--- src/rtl/cam_filter_pkg.sv ---
package cam_filter_pkg;
  typedef enum logic [2:0] {
    ST_IDLE = 3'd0,
    ST_CAPT = 3'd1,
    ST_WAIT = 3'd2,
    ST_PASS = 3'd3,
    ST_DROP = 3'd4
  } filt_state_t;
endpackage

--- src/rtl/cam_addr_shift.sv ---
module cam_addr_shift #(
  parameter int ADDR_W = 48,
  localparam int CNT_W = $clog2(ADDR_W + 1)
) (
  input  logic              clk,
  input  logic              rst_n,
  input  logic              rx_data,
  input  logic              load,
  input  logic              shift,
  output logic [ADDR_W-1:0] key,
  output logic              last_bit
);
  logic             prev_bit;
  logic [CNT_W-1:0] bit_cnt;

  // Strobe cycle: the delayed bit and the current bit enter together.
  function automatic logic [ADDR_W-1:0] seed_key(input logic [ADDR_W-1:0] sr,
                                                 input logic prev, input logic cur);
    return {cur, prev, sr[ADDR_W-1:2]};
  endfunction

  // Later bits enter at the top and move toward bit 0.
  function automatic logic [ADDR_W-1:0] shift_key(input logic [ADDR_W-1:0] sr,
                                                  input logic b);
    return {b, sr[ADDR_W-1:1]};
  endfunction

  assign last_bit = shift && (bit_cnt == CNT_W'(ADDR_W - 1));

  always_ff @(posedge clk or negedge rst_n) begin
    if (!rst_n) begin
      prev_bit <= 1'b0;
      key      <= '0;
      bit_cnt  <= '0;
    end else begin
      prev_bit <= rx_data;
      if (load) begin
        key     <= seed_key(key, prev_bit, rx_data);
        bit_cnt <= CNT_W'(2);
      end else if (shift) begin
        key     <= shift_key(key, rx_data);
        bit_cnt <= bit_cnt + 1'b1;
      end
    end
  end
endmodule

--- src/rtl/cam_wait_timer.sv ---
module cam_wait_timer #(
  parameter int TIMEOUT = 16,
  localparam int CNT_W = $clog2(TIMEOUT + 1)
) (
  input  logic clk,
  input  logic rst_n,
  input  logic run,
  output logic expire
);
  logic [CNT_W-1:0] cnt;

  assign expire = run && (cnt == CNT_W'(TIMEOUT - 1));

  always_ff @(posedge clk or negedge rst_n) begin
    if (!rst_n)   cnt <= '0;
    else if (run) cnt <= cnt + 1'b1;
    else          cnt <= '0;
  end
endmodule

--- src/rtl/cam_match_fsm.sv ---
module cam_match_fsm
  import cam_filter_pkg::*;
(
  input  logic clk,
  input  logic rst_n,
  input  logic rx_start,
  input  logic rx_en,
  input  logic last_bit,
  input  logic cam_valid,
  input  logic cam_hit,
  input  logic tmo,
  output logic load,
  output logic shift,
  output logic waiting,
  output logic reject
);
  filt_state_t state, nxt;

  assign load    = (state == ST_IDLE) && rx_start && rx_en;
  assign shift   = (state == ST_CAPT) && rx_en;
  assign waiting = (state == ST_WAIT);
  assign reject  = (state == ST_DROP);

  always_comb begin
    nxt = state;
    unique case (state)
      ST_IDLE: if (load) nxt = ST_CAPT;
      ST_CAPT: begin
        if (!rx_en)        nxt = ST_IDLE;
        else if (last_bit) nxt = ST_WAIT;
      end
      ST_WAIT: begin
        if (!rx_en)         nxt = ST_IDLE;
        else if (cam_valid) nxt = cam_hit ? ST_PASS : ST_DROP;
        else if (tmo)       nxt = ST_DROP;
      end
      ST_PASS, ST_DROP: if (!rx_en) nxt = ST_IDLE;
      default: nxt = ST_IDLE;
    endcase
  end

  always_ff @(posedge clk or negedge rst_n) begin
    if (!rst_n) state <= ST_IDLE;
    else        state <= nxt;
  end
endmodule

--- src/rtl/cam_addr_filter.sv ---
module cam_addr_filter #(
  parameter int ADDR_W  = 48,
  parameter int TIMEOUT = 16
) (
  input  logic              clk,
  input  logic              rst_n,
  input  logic              rx_data,
  input  logic              rx_start,
  input  logic              rx_en,
  output logic              cam_req,
  output logic [ADDR_W-1:0] cam_key,
  input  logic              cam_valid,
  input  logic              cam_hit,
  output logic              reject
);
  // Internal events, named for the checker.
  logic ev_load;
  logic ev_shift;
  logic ev_cap_done;
  logic ev_timeout;

  cam_addr_shift #(.ADDR_W(ADDR_W)) u_shift (
    .clk      (clk),
    .rst_n    (rst_n),
    .rx_data  (rx_data),
    .load     (ev_load),
    .shift    (ev_shift),
    .key      (cam_key),
    .last_bit (ev_cap_done)
  );

  cam_wait_timer #(.TIMEOUT(TIMEOUT)) u_timer (
    .clk    (clk),
    .rst_n  (rst_n),
    .run    (cam_req),
    .expire (ev_timeout)
  );

  cam_match_fsm u_fsm (
    .clk       (clk),
    .rst_n     (rst_n),
    .rx_start  (rx_start),
    .rx_en     (rx_en),
    .last_bit  (ev_cap_done),
    .cam_valid (cam_valid),
    .cam_hit   (cam_hit),
    .tmo       (ev_timeout),
    .load      (ev_load),
    .shift     (ev_shift),
    .waiting   (cam_req),
    .reject    (reject)
  );
endmodule

--- config.mk ---
export PLATFORM = sky130hd
export DESIGN_NAME = cam_addr_filter
export DESIGN_NICKNAME = d
export VERILOG_FILES = /design/src/rtl/cam_filter_pkg.sv /design/src/rtl/cam_addr_shift.sv /design/src/rtl/cam_wait_timer.sv /design/src/rtl/cam_match_fsm.sv /design/src/rtl/cam_addr_filter.sv
export SDC_FILE = /design/constraint.sdc
export NUM_CORES = 1
export LEC_CHECK = 0
export BUFFER_PORTS_ARGS = -buffer_cell sky130_fd_sc_hd__buf_2
export CORE_MARGIN = 3
export CORE_UTILIZATION = 59
export DETAILED_ROUTE_END_ITERATION = 16
export PLACE_DENSITY_LB_ADDON = 0.1
export SYNTH_ARGS = -nofsm -noshare
export SYNTH_HDL_FRONTEND = slang
export SYNTH_SLANG_ARGS = --single-unit
--- constraint.sdc ---
create_clock -name clk -period 3.05 [get_ports clk]
set_clock_uncertainty 0.1 [all_clocks]
set_input_delay 0.1525 -clock clk [delete_from_list [all_inputs] [get_ports clk]]
set_output_delay 0.1525 -clock clk [all_outputs]
set_load 0.01 [all_outputs]
After elaboration in Yosys (flattened, before gate mapping) --
Index checks and enable logic that the tools add are counted.
Cells by class: muxes and demuxes 14, reductions and logical operators 9, equality and inequality tests 10, add/sub/neg operators 2
Operators by type and width (count):
- $mux 48 | 2
- $mux 3 | 8
- $mux 6 | 2
- $pmux 3 s4 | 1
- $add 6x1->6 const B | 1
- $eq 3x2->1 const B | 2
- $eq 6x6->1 const B | 1
- $add 5x1->5 const B | 1
- $eq 5x4->1 const B | 1
- $logic_and 1x1->1 | 5
- $mux 5 | 1
- $ne 2x2->1 const B | 2
- $ne 4x4->1 const B | 1
- $reduce_and 4->1 | 1
- $eq 3x1->1 const B | 1
- $eq 3x3->1 const B | 1
- $logic_not 3->1 | 1
- $ne 3x3->1 const B | 1
- $reduce_bool 2->1 | 1
- $reduce_or 2->1 | 1
Storage, ports and cells: output and inout port bits 50, register bits after elaboration 63, input bits 7, logic and storage cells 40

Depth between registers and ports, before layout --
Gate-level depths: netlist (run 1).
word-level depth 6, depth in mapped cells 7, mapped depth without buffers 7

Modules after synthesis --
Synthesis (run 1) repeated with hierarchy kept, for this count alone.
Unflattened totals: cells, all modules 276, area, all modules 2921.6 um^2
By module, submodules not included:
- cam_addr_shift | sequential area each 1376.3 um^2, area an instance 2488.6 um^2, cells each 235, instances 1
- cam_wait_timer | sequential area each 125.1 um^2, area an instance 231.5 um^2, cells each 19, instances 1
- cam_match_fsm | sequential area each 75.1 um^2, area an instance 201.4 um^2, cells each 22, instances 1

Worst setup path after synthesis (run 1) --
Ideal clock, no wire load.
path kind reg2reg, from register u_timer.cnt[0], to register u_fsm.state[2], required time 2.830 ns, data arrival time 1.479 ns, buffers on the path 0, clock period less this slack 1.699 ns, stages on the path, launching flop included 8, setup slack 1.351 ns, cells stage by stage dfrtp_1 -> ha_1 -> and3_1 -> ha_1 -> nor2_1 -> a211oi_1 -> mux2_2 -> and3_1
On the way: longest elaborated chain between the ends 4
Ends and longest elaborated chain:
- start: declaration | line cam_wait_timer.sv:10 | logic [CNT_W-1:0] cnt;
- start signal: assignment | line cam_wait_timer.sv:16 | else if (run) cnt <= cnt + 1'b1;
- $eq 5x4->1 | line cam_wait_timer.sv:12 | assign expire = run && (cnt == CNT_W'(TIMEOUT - 1));
- $logic_and 1x1->1 | line cam_wait_timer.sv:12
- $ne 4x4->1 (no source line)
- $reduce_and 4->1 (no source line)
- end signal: assignment | line cam_match_fsm.sv:44 | else state <= nxt;
- end: declaration | line cam_match_fsm.sv:17 | filt_state_t state, nxt;
Every way passes these cells. A chain may end at the register's enable or synchronous reset.

Worst setup path after layout (run 1) --
from register u_fsm.state[1], to register u_shift.key[14]
On the way: longest elaborated chain between the ends 4
Ends and longest elaborated chain:
- $logic_not 3->1 | line cam_match_fsm.sv:19 | assign load = (state == ST_IDLE) && rx_start && rx_en;
- $logic_and 1x1->1 (2 in series) | line cam_match_fsm.sv:19
- $mux 48 or $reduce_bool 2->1 (tied branches)
- end signal: assignment | line cam_addr_shift.sv:38 | key <= seed_key(key, prev_bit, rx_data);
- end signal: assignment | line cam_addr_shift.sv:41 | key <= shift_key(key, rx_data);
- end: declaration | line cam_addr_shift.sv:10 | output logic [ADDR_W-1:0] key,
Parallel ways exist; a longest one is shown, timed or not.

==> results of run 1 <==
## cells by family after synthesis
kind of cell / after synthesis / share of synthesized area (%)
muxes: 48 / 16.0
buffers and inverters: 21 / 5.94
xor gates and xnor gates: 7 / 2.04
and+or+nand+nor: 81 / 11.9
DFF: 63 / 52.4
adders and majority gates: 3 / 1.25
AOI/OAI and AO/OA: 57 / 10.4
## path summary, 6_finish.rpt
kind	start	end	slack (ps)	cells past startpoint
hold / removal	rx_en	u_fsm.state[0]	50	3
min in group asynchronous	rst_n	u_timer.cnt[2]	400	3
hold reg to reg	u_shift.prev_bit	u_shift.key[46]	370	2
setup / recovery	u_fsm.state[1]	u_shift.key[14]	830	4
max in group asynchronous	rst_n	u_shift.key[38]	1920	3
setup reg to reg	u_fsm.state[1]	u_shift.key[14]	830	4
## repair_timing
action                                  CTS  global route
hold endpoints to repair                 65             0
endpoints found under the setup margin    0             0
buffers inserted                          0             0
hold buffers                              2             0
## worst max-delay path, cell delays in order (launching register included)
cell and delay [ps]:
dfrtp_1 490, and4bb_4 870, buf_4 330, mux2i_1 230
o21ai_1 80
## routing by layer
metal,vias up,global-route usage (%),routed length (um)
li1,1076,-,-
met3,12,4.29,260
met5,-,0,0
met1,1054,28.8,2780
met2,48,32.4,2720
met4,0,11.4,140
## through the flow
step	cell area (um2)	setup slack (ps)	std cells	hold slack (ps)	power, mW
floorplan	3010	1350	280	-243	1.76
global placement	3250	913	389	174	2.00
detailed placement	3250	829	389	178	2.03
CTS	3520	822	407	37.5	2.93
global route	3520	696	407	58.5	3.08
finish	3520	825	407	47.5	2.91
## area by class of cell
type	instances	area (um2)	share of cell area (%)
Multi-Input combinational cell	196	1260	35.8
Sequential cell	63	1580	44.8
Clock inverter	5	105	2.99
Timing Repair Buffer	62	343	9.74
Inverter	3	11.3	0.320
Tap cell	67	83.8	2.38
Clock buffer	11	141	4.02
## sequential cells by signal, indices dropped and copies added (netlist names)
register,count
u_fsm.state,3
u_shift.bit_cnt,6
u_shift.key,48
u_shift.prev_bit,1
u_timer.cnt,5
## cells in the final DEF, fill, tap and decap left out, drive strengths merged, types with 4 or more instances in the layout
cell type	instances
mux2i	46
nor2	13
and3	5
clkbuf	11
buf	60
nand2	49
o21ai	46
dfrtp	63
nand4	5
nor2b	4
xor2	5
## power groups by stage
stage	sequential, mW	combinational [mW]	clock [mW]
6_report	1.26	0.760	0.891
5_1_grt	1.30	0.847	0.935
4_1_cts	1.26	0.771	0.903
3_5_place_dp	1.26	0.764	0
3_3_place_gp	1.26	0.745	0
2_1_floorplan	1.30	0.461	0
==> run metrics, run 1 <==
Critical Path RT=about 3200 ps; Final period util=between 70% and 80%; clock slew at reported path FFs=70 ps; crit path max fanout=between 40 and 50; TritonCTS Sinks=63; final setup TNS=0 ps; Min-Delay Path Class=input pin to flip-flop; final core occ=73.1%; CTS HTree Levels=3; syn_nets=between 200 and 300; top-count cell post-synth=dfrtp_1; ANT nets after route=0; Seq pwr share=between 40% and 50%; Switch Pwr=0.966 mW; commonest cells in the netlist=dfrtp_1, nand2_1, mux2i_1; Int Pwr=slightly below 2 mW; syn_area_per_cell=10.8 um2; combinational share of power=26.1%; total wire length=5900 um; Post-Syn Area=3010 um2; # rows=25; Primary FF master, synth=dfrtp_1; synth unique cells=36; cells after synthesis=280; # diodes=0; Post-route DRC=0; post-synth top area share=52.4%; WS Path Type=flip-flop to flip-flop; leakage=between 1.5 and 2 nW; Via density=5.38; post-CTS sizing=0; Initial Util=a little over three fifths; number of synthesized flops with an enable pin=0; GR Overflow Total=0; initial antenna violation count=0; TritonCTS buffer count=9; Relative slew margins=48.3%; Die H=77.4 um; switch share=33.2%; Clk pwr share=between 30% and 40%; Final Max Slew Viols=0; GPL Wtd Cong=0.725; Worst Setup End Kind=flip-flop; # port buffers=56; slew at the pin closest to its max-slew limit=around 780 ps; critical path arrival=2340 ps; Seq cells post-synth=63; TritonCTS clock tree=yes; top post-synthesis cells by area=dfrtp_1, mux2i_1, o21ai_1; final hold viol count=0; IO Pins=57; register area share after synthesis=52.4%; die area=about 6000 um2; Core ar.=4820 um2; layout net count=345; die width=77.4 um; largest net degree at the start of global routing=76; RSZ-0062 raised after global routing=no; fillcell total=380; Initial DRC Count=roughly 140; # setup viols final=0; min cycle time layout=about 2200 ps; WL per Instance=14.5 um; CTS Buffer Depth=2; Max Freq=449 MHz; global-route wire length before repair=~10,000 um; Global Route Usage Sum=21.3%; Pwr Density=826 nW/um2; layout cells sized above 1=23.2%; number of global-route vias before repair=between 2,000 and 2,500; via count=around 2,200; area leader, netlist=dfrtp_1; Worst VDD drop=0.476 mV; Synthesis Warnings=0; Max-Cap Viols=0; Root Driver=clkbuf_8; dpl hpwl=approximately 3600 um; worst skew pair latency=340 ps; outcome=completed; CP Launch Type=flip-flop; asr flop ratio synth=100%; Layout Area Growth over Synthesis=17.0%; Pre-antenna DRT Iters=4
Power figures use the tool's default switching activity.
==> inputs of run 2 (changes only) <==
--- a/config.mk
+++ b/config.mk
@@ -7,7 +7,7 @@
 export LEC_CHECK = 0
 export BUFFER_PORTS_ARGS = -buffer_cell sky130_fd_sc_hd__buf_2
 export CORE_MARGIN = 3
-export CORE_UTILIZATION = 59
+export CORE_UTILIZATION = 55
 export DETAILED_ROUTE_END_ITERATION = 16
 export PLACE_DENSITY_LB_ADDON = 0.1
 export SYNTH_ARGS = -nofsm -noshare
==> constraint.sdc (replaced) <==
create_clock -name clk -period 2.24 [get_ports clk]
set_clock_uncertainty 0.1 [all_clocks]
set_input_delay 0.112 -clock clk [delete_from_list [all_inputs] [get_ports clk]]
set_output_delay 0.112 -clock clk [all_outputs]
set_load 0.01 [all_outputs]
==> run 2 against run 1 <==
  * Die area increased by 6.7%
  * Combinational power increased by 38%
  * Final cell count increased by 1.2%
  * Routed wire length decreased by 6.5%
  * Register-to-register slack got worse by 390 ps
  * Sequential share of layout area decreased by 0.50 points
==> run metrics, run 2 (synthesis results as in run 1) <==
die width=80.0 um (+3.3%); largest net degree at the start of global routing=68 (-11%); Largest regs=u_shift.key (48), u_shift.bit_cnt (6), u_timer.cnt (5); # diodes=0 (unchanged); cell family with most CP delay=simple AND/OR/NAND/NOR gates; Max Freq=556 MHz (+24%); Post-route DRC=0 (unchanged); M2 GR Usage=29.9% (-2.5 points); TritonCTS clock tree=yes; Buf+Inv Stages, Crit Path=1 (unchanged); Hold Path Depth=3 (unchanged); Layout Area Growth over Synthesis=18.3%; final hold viol count=0 (unchanged); min cycle time layout=1800 ps (-425 ps); power after layout=3.84 mW (+32%); R2R cell count=4 (unchanged); busiest grt layer=met2; Root Driver=clkbuf_8; Final Instance Area=3560 um2 (+1.1%); worst-path cell chain=and4bb_4 -> buf_12 -> mux2i_1 -> o21ai_0; largest stage delay on the critical path=530 ps (-340 ps); CP Launch Type=flip-flop; GR Util met1=25.4% (-3.3 points); total wire length=5520 um (-6.5%); min-delay src=cam_hit; Final period util=80.4% (+7.4 points); TritonCTS buffer count=9 (unchanged); slew at the pin closest to its max-slew limit=330 ps (-446 ps); placed cell areas=3300 um2 (+1.5%); layout net count=347 (+0.58%); flop2flop setup slack=440 ps (-390 ps); Global Route Usage Sum=19.5% (-1.8 points); GPL Wtd Cong=0.802 (+11%); Relative slew margins=78.0% (+30 points); worst skew pair latency=330 ps (about the same); die area=6400 um2 (+6.7%); layout cells sized above 1=23.7% (+0.45 points); Core ar.=5200 um2 (+8.1%); Min-Delay Path Class=input pin to flip-flop; final setup TNS=0 ps (unchanged); number of setup buffers added after CTS=0 (unchanged); slowest CP cell=and4bb_4; IO Pins=57 (unchanged); # setup viols final=0 (unchanged); outcome=completed; Max-Cap Viols=0 (unchanged); Final Max Slew Viols=0 (unchanged); global-route wire length before repair=9610 um (-4.8%); number of global-route vias before repair=2,106 (-0.43%); Worst Setup End Kind=flip-flop; leakage=1.68 nW (+1.4%); ANT nets after route=0 (unchanged); commonest non-fill, non-tap cell in the layout=dfrtp_1; most frequent cells in the layout=dfrtp_1, buf_2, nand2_1, mux2i_1, o21ai_1; max reg flops=48 (unchanged); GRT met3 Usage=5.87% (+1.6 points); WL per Instance=13.4 um (-7.6%); Via density=5.25 (-2.4%); TritonCTS Sinks=63 (unchanged); Worst Hold End=u_fsm.state[0]; Die H=80.0 um (+3.3%); largest reg by FF count=u_shift.key; dpl hpwl=3620 um (+0.94%); GR Overflow Total=0 (unchanged); Pre-antenna DRT Iters=4 (unchanged); Worst VDD drop=0.662 mV (+39%); RSZ-0062 raised after global routing=no; fillcell total=409 (+7.6%); critical path arrival=1910 ps (-430 ps); CTS Buffer Depth=2 (unchanged); clock slew at reported path FFs=70 ps (about the same); WS Path Type=flip-flop to flip-flop; Initial Util=57.8% (-4.7 points); initial antenna violation count=0 (unchanged); CTS HTree Levels=3 (unchanged); Initial DRC Count=102 (-25%); Reg-to-Reg End=u_shift.key[5]; # port buffers=56 (unchanged); RR Startpoint=u_fsm.state[1]; Critical Path RT=2350 ps (-810 ps); # rows=26 (+4.0%); via count=2,164 (-1.2%); crit path max fanout=28 (-33%); Pwr Density=1080 nW/um2 (+30%)
-- run 2: what timing repair did --
| item | in CTS | in global routing |
|---|---|---|
| hold buffers | 3 | 0 |
| hold endpoints to repair | 67 | 0 |
| resized for setup | 0 | 0 |
-- run 2: metal layers --
layer  share of wire, %  wire (um)  vias to the layer above
met5                  0          0                        -
met4                1.5         83                        0
met1                 48       2640                     1027
li1                   -          -                     1081
met2                 45       2490                       50
met3                5.6        309                        6
-- run 2: worst reg2reg max path: stages, from the launching register on --
cell,delay (ps)
dfrtp_1,480
and4bb_4,530
buf_12,270
mux2i_1,200
o21ai_0,90
-- run 2: how the worst max path moves through the flow --
stage / from / endpoint / slack [ps] / cells past startpoint
floorplan: u_timer.cnt[0] / u_fsm.state[2] / 540 / 7
global placement: u_fsm.state[1] / u_shift.key[5] / 450 / 4
detailed placement: u_fsm.state[1] / u_shift.key[28] / 430 / 4
CTS: u_fsm.state[1] / u_shift.key[28] / 430 / 4
global route: u_fsm.state[1] / u_shift.key[25] / 310 / 4
finish: u_fsm.state[1] / u_shift.key[5] / 440 / 4
-- run 2: through the flow --
stage	std cells	worst slack (ps)	hold WS [ps]	util, %
6_report	412	440	48.6	68.4
5_1_grt	412	307	69.8	68.4
4_1_cts	412	434	31.3	68.4
3_5_place_dp	393	427	46.9	63.5
3_3_place_gp	393	455	49.3	63.5
2_1_floorplan	280	541	-284	-
-- run 2: power by group --
group,switching (mW),internal (mW)
Combinational,0.563,0.483
Clock,0.421,0.664
Sequential,0.292,1.41
-- run 2: layout make-up --
class                      count  area (um2)  share of cell area (%)
inverter                       3        11.3                   0.316
sequential                    63        1580                    44.3
multi-input combinational    196        1260                    35.4
clock inverter                 2        35.0                   0.984
timing repair buffer          64         398                    11.2
tap                           70        87.6                    2.46
clock buffer                  14         193                    5.41
